$ cat src/rtl/lda_pkg.sv
package lda_pkg;

    localparam int ADDR_W   = 24;
    localparam int WORD_W   = 32;
    localparam int REG_W    = 24;
    localparam int IDX_W    = 3;
    localparam int LOW_W    = 7;
    localparam int MID_W    = 13;
    localparam int TOP_W    = 4;
    localparam int ALIGN_W  = 2;

    typedef enum logic [1:0] {
        OPK_IDLE  = 2'd0,
        OPK_PFX   = 2'd1,
        OPK_LOAD  = 2'd2,
        OPK_OTHER = 2'd3
    } op_kind_e;

    typedef struct packed {
        logic [1:0]       depth;
        logic [TOP_W-1:0] top_part;
        logic [MID_W-1:0] mid_part;
    } pfx_acc_t;

    typedef struct packed {
        logic              vld;
        logic [ADDR_W-1:0] addr;
        logic              irq;
        logic [IDX_W-1:0]  idx;
    } rd_req_t;

    function automatic logic [ADDR_W-1:0] build_disp(
        input pfx_acc_t         acc,
        input logic             in_slot,
        input logic [LOW_W-1:0] low
    );
        logic [ADDR_W-1:0] d;
        d = '0;
        d[LOW_W-1:0] = low;
        if (!in_slot && acc.depth != 2'd0)
            d[LOW_W+MID_W-1:LOW_W] = acc.mid_part;
        if (!in_slot && acc.depth == 2'd2)
            d[ADDR_W-1:LOW_W+MID_W] = acc.top_part;
        return d;
    endfunction

endpackage

$ cat src/rtl/lda_prefix_acc.sv
module lda_prefix_acc
    import lda_pkg::*;
#(
    parameter int IMM_W = MID_W
) (
    input  logic             clk,
    input  logic             rst,
    input  op_kind_e         kind,
    input  logic [IMM_W-1:0] imm,
    output pfx_acc_t         acc
);

    pfx_acc_t nxt;

    always_comb begin
        nxt = acc;
        unique case (kind)
            OPK_PFX: begin
                nxt.top_part = acc.mid_part[TOP_W-1:0];
                nxt.mid_part = imm;
                nxt.depth    = (acc.depth == 2'd2) ? 2'd2 : acc.depth + 2'd1;
            end
            OPK_LOAD, OPK_OTHER: nxt = '0;
            default: nxt = acc;
        endcase
    end

    always_ff @(posedge clk) begin
        if (rst) acc <= '0;
        else     acc <= nxt;
    end

endmodule

$ cat src/rtl/lda_addr_gen.sv
module lda_addr_gen
    import lda_pkg::*;
#(
    parameter int AW = ADDR_W,
    parameter int AL = ALIGN_W
) (
    input  pfx_acc_t         acc,
    input  logic             in_slot,
    input  logic [LOW_W-1:0] low,
    input  logic [AW-1:0]    base,
    output logic [AW-1:0]    word_addr,
    output logic             misaligned
);

    logic [AW-1:0] disp;
    logic [AW-1:0] eff;

    always_comb begin
        disp       = build_disp(acc, in_slot, low);
        eff        = base + disp;
        word_addr  = {eff[AW-1:AL], {AL{1'b0}}};
        misaligned = |eff[AL-1:0];
    end

endmodule

$ cat src/rtl/lda_access_seq.sv
module lda_access_seq
    import lda_pkg::*;
#(
    parameter int AW = ADDR_W,
    parameter int DW = WORD_W,
    parameter int RW = REG_W,
    parameter int IW = IDX_W
) (
    input  logic          clk,
    input  logic          rst,
    input  logic          issue,
    input  logic [AW-1:0] addr,
    input  logic          bad_align,
    input  logic [IW-1:0] dest,
    input  logic [DW-1:0] rdata,
    output logic          rd_en,
    output logic [AW-1:0] rd_addr,
    output logic          irq,
    output logic          wr_en,
    output logic [IW-1:0] wr_idx,
    output logic [RW-1:0] wr_data
);

    rd_req_t       req_q;
    logic          wb_vld_q;
    logic [IW-1:0] wb_idx_q;
    logic [DW-RW-1:0] unused_hi;

    always_ff @(posedge clk) begin
        if (rst) begin
            req_q    <= '0;
            wb_vld_q <= 1'b0;
            wb_idx_q <= '0;
        end else begin
            req_q.vld  <= issue;
            req_q.addr <= addr;
            req_q.irq  <= issue & bad_align;
            req_q.idx  <= dest;
            wb_vld_q   <= req_q.vld;
            wb_idx_q   <= req_q.idx;
        end
    end

    always_comb begin
        rd_en     = req_q.vld;
        rd_addr   = req_q.addr;
        irq       = req_q.irq;
        wr_en     = wb_vld_q;
        wr_idx    = wb_idx_q;
        wr_data   = rdata[RW-1:0];
        unused_hi = rdata[DW-1:RW];
    end

endmodule

$ cat src/rtl/lda_unit.sv
module lda_unit
    import lda_pkg::*;
#(
    parameter int AW = ADDR_W,
    parameter int DW = WORD_W,
    parameter int RW = REG_W,
    parameter int IW = IDX_W,
    parameter int PW = MID_W
) (
    input  logic          clk,
    input  logic          rst,
    input  logic [1:0]    op_kind,
    input  logic [PW-1:0] op_imm,
    input  logic [IW-1:0] op_rd,
    input  logic          op_slot,
    input  logic [AW-1:0] sp,
    output logic          mem_rd_en,
    output logic [AW-1:0] mem_addr,
    input  logic [DW-1:0] mem_rdata,
    output logic          rf_we,
    output logic [IW-1:0] rf_idx,
    output logic [RW-1:0] rf_wdata,
    output logic          misalign_irq
);

    op_kind_e      kind;
    pfx_acc_t      acc;
    logic [AW-1:0] waddr;
    logic          mis;
    logic          issue;

    assign kind  = op_kind_e'(op_kind);
    assign issue = (kind == OPK_LOAD);

    lda_prefix_acc #(.IMM_W(PW)) u_acc (
        .clk (clk),
        .rst (rst),
        .kind(kind),
        .imm (op_imm),
        .acc (acc)
    );

    lda_addr_gen #(.AW(AW), .AL(ALIGN_W)) u_agen (
        .acc       (acc),
        .in_slot   (op_slot),
        .low       (op_imm[LOW_W-1:0]),
        .base      (sp),
        .word_addr (waddr),
        .misaligned(mis)
    );

    lda_access_seq #(.AW(AW), .DW(DW), .RW(RW), .IW(IW)) u_seq (
        .clk      (clk),
        .rst      (rst),
        .issue    (issue),
        .addr     (waddr),
        .bad_align(mis),
        .dest     (op_rd),
        .rdata    (mem_rdata),
        .rd_en    (mem_rd_en),
        .rd_addr  (mem_addr),
        .irq      (misalign_irq),
        .wr_en    (rf_we),
        .wr_idx   (rf_idx),
        .wr_data  (rf_wdata)
    );

endmodule

$ cat config.mk
export PLATFORM = sky130hd
export DESIGN_NAME = lda_unit
export DESIGN_NICKNAME = d
export VERILOG_FILES = /design/src/rtl/lda_pkg.sv /design/src/rtl/lda_prefix_acc.sv /design/src/rtl/lda_addr_gen.sv /design/src/rtl/lda_access_seq.sv /design/src/rtl/lda_unit.sv
export SDC_FILE = /design/constraint.sdc
export NUM_CORES = 1
export LEC_CHECK = 0
export BUFFER_PORTS_ARGS = -buffer_cell sky130_fd_sc_hd__clkbuf_2
export CAP_MARGIN = 10
export CORE_AREA = 3 3 103 105
export DETAILED_ROUTE_END_ITERATION = 10
export DIE_AREA = 0 0 106 108
export PLACE_DENSITY = 0.58
export SLEW_MARGIN = 20
export SYNTH_ARGS = -nofsm -noshare
export SYNTH_HDL_FRONTEND = slang
export SYNTH_HIERARCHICAL = 1
export SYNTH_SLANG_ARGS = --single-unit
$ cat constraint.sdc
create_clock -name clk -period 4.7 [get_ports clk]
set_input_delay 0.235 -clock clk [delete_from_list [all_inputs] [get_ports clk]]
set_output_delay 0.235 -clock clk [all_outputs]
set_load 0.05 [all_outputs]
==> run summary <==
The flow ran to the end, and the final reports show no timing, DRC or antenna violations. The number of failing hold endpoints at the final stage is 0. The run gives 0 as the max-cap violation count. Entering global routing, the biggest net connects 35 pins.

The H-tree was split into 2 levels. The setup fix buffers added after clock tree synthesis was 0. The portion of synthesized cell area occupied by the leading cell type is 30.4%, and the share of the yosys chip area belonging to registers is 30.4%. The design area is 3570 sq um, and the peak fanout along the critical path is 13.

The number of antenna violations at the first check in global routing was 0. The logs give 7070 um for the final wirelength and 3490 sq um for the total cell area at the placement stage. The cell count of the worst reg-to-reg path came out at 11. The run gives 1690 ps as the worst reg-to-reg setup slack.

The standard cell core area was 9730 sq um; the count of mapped cells out of synthesis was 382. Share of cells above drive strength 1: 23.8%. The startpoint class of the critical path is a register.

TritonCTS built the clock tree. The latest clock arrival within the worst-skew pair is 300 ps. The floorplan step defined a die boundary enclosing 11,400 sq um. The analysis attributes to cell leakage a power of 1.68 nW.

The first global-routing pass estimated 11,500 um of wire. The worst setup path is captured at a register. In the final design database the tool counted 505 nets. Setup repair after global routing left no endpoint under its margin.

The post-synthesis cell type with the largest combined area was dfxtp_1. Input and output buffers added on the ports amount to 74. For this design the top-level I/O count stands at 131.

The routed design could run at a clock period as short as 3010 ps. Relative to the synthesized area, the layout overhead comes to 4.38%. Setup violations remaining at the end of the flow were counted as 0.

Max-slew violation count: 0. In this run the critical register-to-register path is captured at u_seq/rd_addr[23]$_SDFF_PP0_. The overall die width was 106 um. The setup path with the least slack is of type register to register. The mean area per synthesized cell works out to 8.96 sq um. 0 antenna diodes ended up in the layout. HPWL after detailed placement: 5750 um.

The startpoint identified for the worst register-to-register timing path is u_acc/acc[17]$_SDFFE_PP0P_. The data arrival time of the critical path is 3180 ps. The async set-reset flop share out of synthesis works out to 0%. After detailed routing, the number of vias per cell comes to 4.68. Total power per unit cell area: 268 nW/um^2. The synthesized netlist contains 58 unique library cells. For the final routed database, the setup TNS stands at 0 ps. After detailed routing, the number of remaining DRC violations is 0. The most critical setup path has its endpoint at u_seq/rd_addr[23]$_SDFF_PP0_.

Ranked by total cell area, the synthesized netlist is headed by dfxtp_1, buf_4, ha_1, nor2b_1, mux2i_1. The dominant cell by count in the synthesized netlist is buf_4. The clock arrives with 11.1 ps of skew. Counting the buffers created by CTS gives 5. Yosys mapped a number of flops with a built-in enable equal to 0. Among all flip-flop cells after synthesis, the most frequent one is dfxtp_1.

At the pin with the least slew margin, the transition time is 706 ps. The weighted congestion reported at the end of routability-driven placement is 0.861, and the detailed-route wire length per cell is 13.2 um. The maximum ir drop on the vdd rail came out at 0.0000952 V. The hold-critical path depth was 2; the share of the clock period used by the worst path was 64.1%. The run gives 35.2% as the initial core utilization. The count of nets left with antenna violations once routing finished came out at 0.

For the post-cts repair resize count, the log shows 0. The critical path starts at u_acc/acc[17]$_SDFFE_PP0P_. Worst min-delay path category: primary input to register.

Synthesis inferred 52 register bits. The total of warnings raised by yosys was 6; the maximum clock path buffer count was 2. The first-pass iteration count of the detailed router is 4.

In this run, post-CTS hold repair placed 0 buffers. The cell row count came out at 36. The tools report the initial detailed-routing violation count as 94. The die span in y is 108 um, and the required time at the endpoint of the critical path is 4870 ps. The run gives 2,399 as the via count of the first global-routing pass. The logs give 0.332 GHz for the peak clock frequency supported by timing and 0 for the residual overflow from global routing.

Root cell of the clock tree: clkbuf_8. Counting every sink on the clock net gives 52. The commonest cells after synthesis are buf_4, dfxtp_1, nor2b_1, nor2_1, ha_1. The logs give 3420 sq um for the post-synthesis instance area and 12.5% for the total global-route track usage.

The routed layout has 2,515 vias. Headroom to the max-slew limit came out at 52.9%. The CTS clock-pin slew for the worst setup and hold paths is 90 ps.
==> worst min-delay path by stage <==
stage	startpoint	end
2_1_floorplan	rst	u_seq/rd_addr[21]$_SDFF_PP0_
3_3_place_gp	u_seq/req_q[2]$_SDFF_PP0_	u_seq/wr_idx[2]$_SDFF_PP0_
3_5_place_dp	u_seq/req_q[0]$_SDFF_PP0_	u_seq/wr_idx[0]$_SDFF_PP0_
4_1_cts	op_rd[2]	u_seq/req_q[2]$_SDFF_PP0_
5_1_grt	op_rd[1]	u_seq/req_q[1]$_SDFF_PP0_
6_report	op_rd[1]	u_seq/req_q[1]$_SDFF_PP0_
==> final cells by class <==
type / count / area, sq um
Tap cell: 133 / 166
Timing Repair Buffer: 74 / 370
Multi-Input combinational cell: 264 / 1890
Inverter: 6 / 22.5
Fill cell: 1030 / 6150
Clock inverter: 3 / 18.8
Clock buffer: 5 / 68.8
Sequential cell: 52 / 1040
==> kinds of logic (layout without fill, tap and decap cells) <==
kind of cell,after synthesis,in the layout,synth area share (%)
adders and majority gates,25,25,9.35
muxes,19,19,5.55
AOI/OAI and AO/OA,68,68,13.6
and+or+nand+nor,130,130,21.0
DFF,52,52,30.4
buffers and inverters,67,88,14.6
xor gates and xnor gates,20,20,5.33
other,1,2,0.110
==> through the flow <==
step	setup slack [ps]	hold WS [ps]	total power, mW	instances	utilization [%]
6_report	1690	158	0.957	537	36.7
3_3_place_gp	1650	424	0.713	529	35.8
5_1_grt	1410	159	1.01	537	36.7
2_1_floorplan	2210	307	0.738	383	-
3_5_place_dp	1660	426	0.716	529	35.8
4_1_cts	1630	139	0.975	537	36.7
==> report_power, final <==
part / total, mW / switching [mW] / internal [mW]
clock: 0.252 / 0.148 / 0.104
sequential: 0.472 / 0.00737 / 0.464
combinational: 0.233 / 0.149 / 0.0833
==> critical path: stages (launching register included) <==
cell	delay (ps)
dfxtp_1	400
nor2_1	70
nor2_1	480
and2_1	220
ha_1	300
a21oi_1	290
o21bai_1	120
a221oi_2	290
nand2_2	150
a2111oi_2	320
a211oi_1	110
nor2b_1	140
==> sequential cells by signal (all words and copies together) (netlist names) <==
signal	cells
u_acc/acc	19
u_seq/irq	1
u_seq/rd_addr	24
u_seq/rd_en	1
u_seq/req_q	3
u_seq/wr_en	1
u_seq/wr_idx	3
==> metal layers <==
metal	share of wire (%)	vias to the layer above	GRT usage [%]
met5	0	-	0
met4	1.4	0	4.16
met3	5.3	10	2.69
met2	48	67	21.0
met1	46	1137	16.1
li1	-	1301	-
==> placed cells by master, fill, tap and decap left out, types with 2 or more instances in the layout <==
cell type and count:
clkbuf_8 5, and2_1 21, nand3_1 5, clkinv_2 2
nand2_2 2, a31oi_1 3, nand2_1 16, inv_1 6
a2111oi_2 2, clkbuf_2 74, a21o_1 8, xnor2_1 12
and3_1 2, nor2_1 31, nor3b_1 4, mux2i_1 19
o21bai_1 2, o41ai_1 2, conb_1 2, xor2_1 7
a211oi_1 4, nor2b_1 33, o21ai_0 13, nand4_1 3
a21oi_1 19, ha_1 24, a221o_1 2, dfxtp_1 52
(Power assumes the default switching activity.)
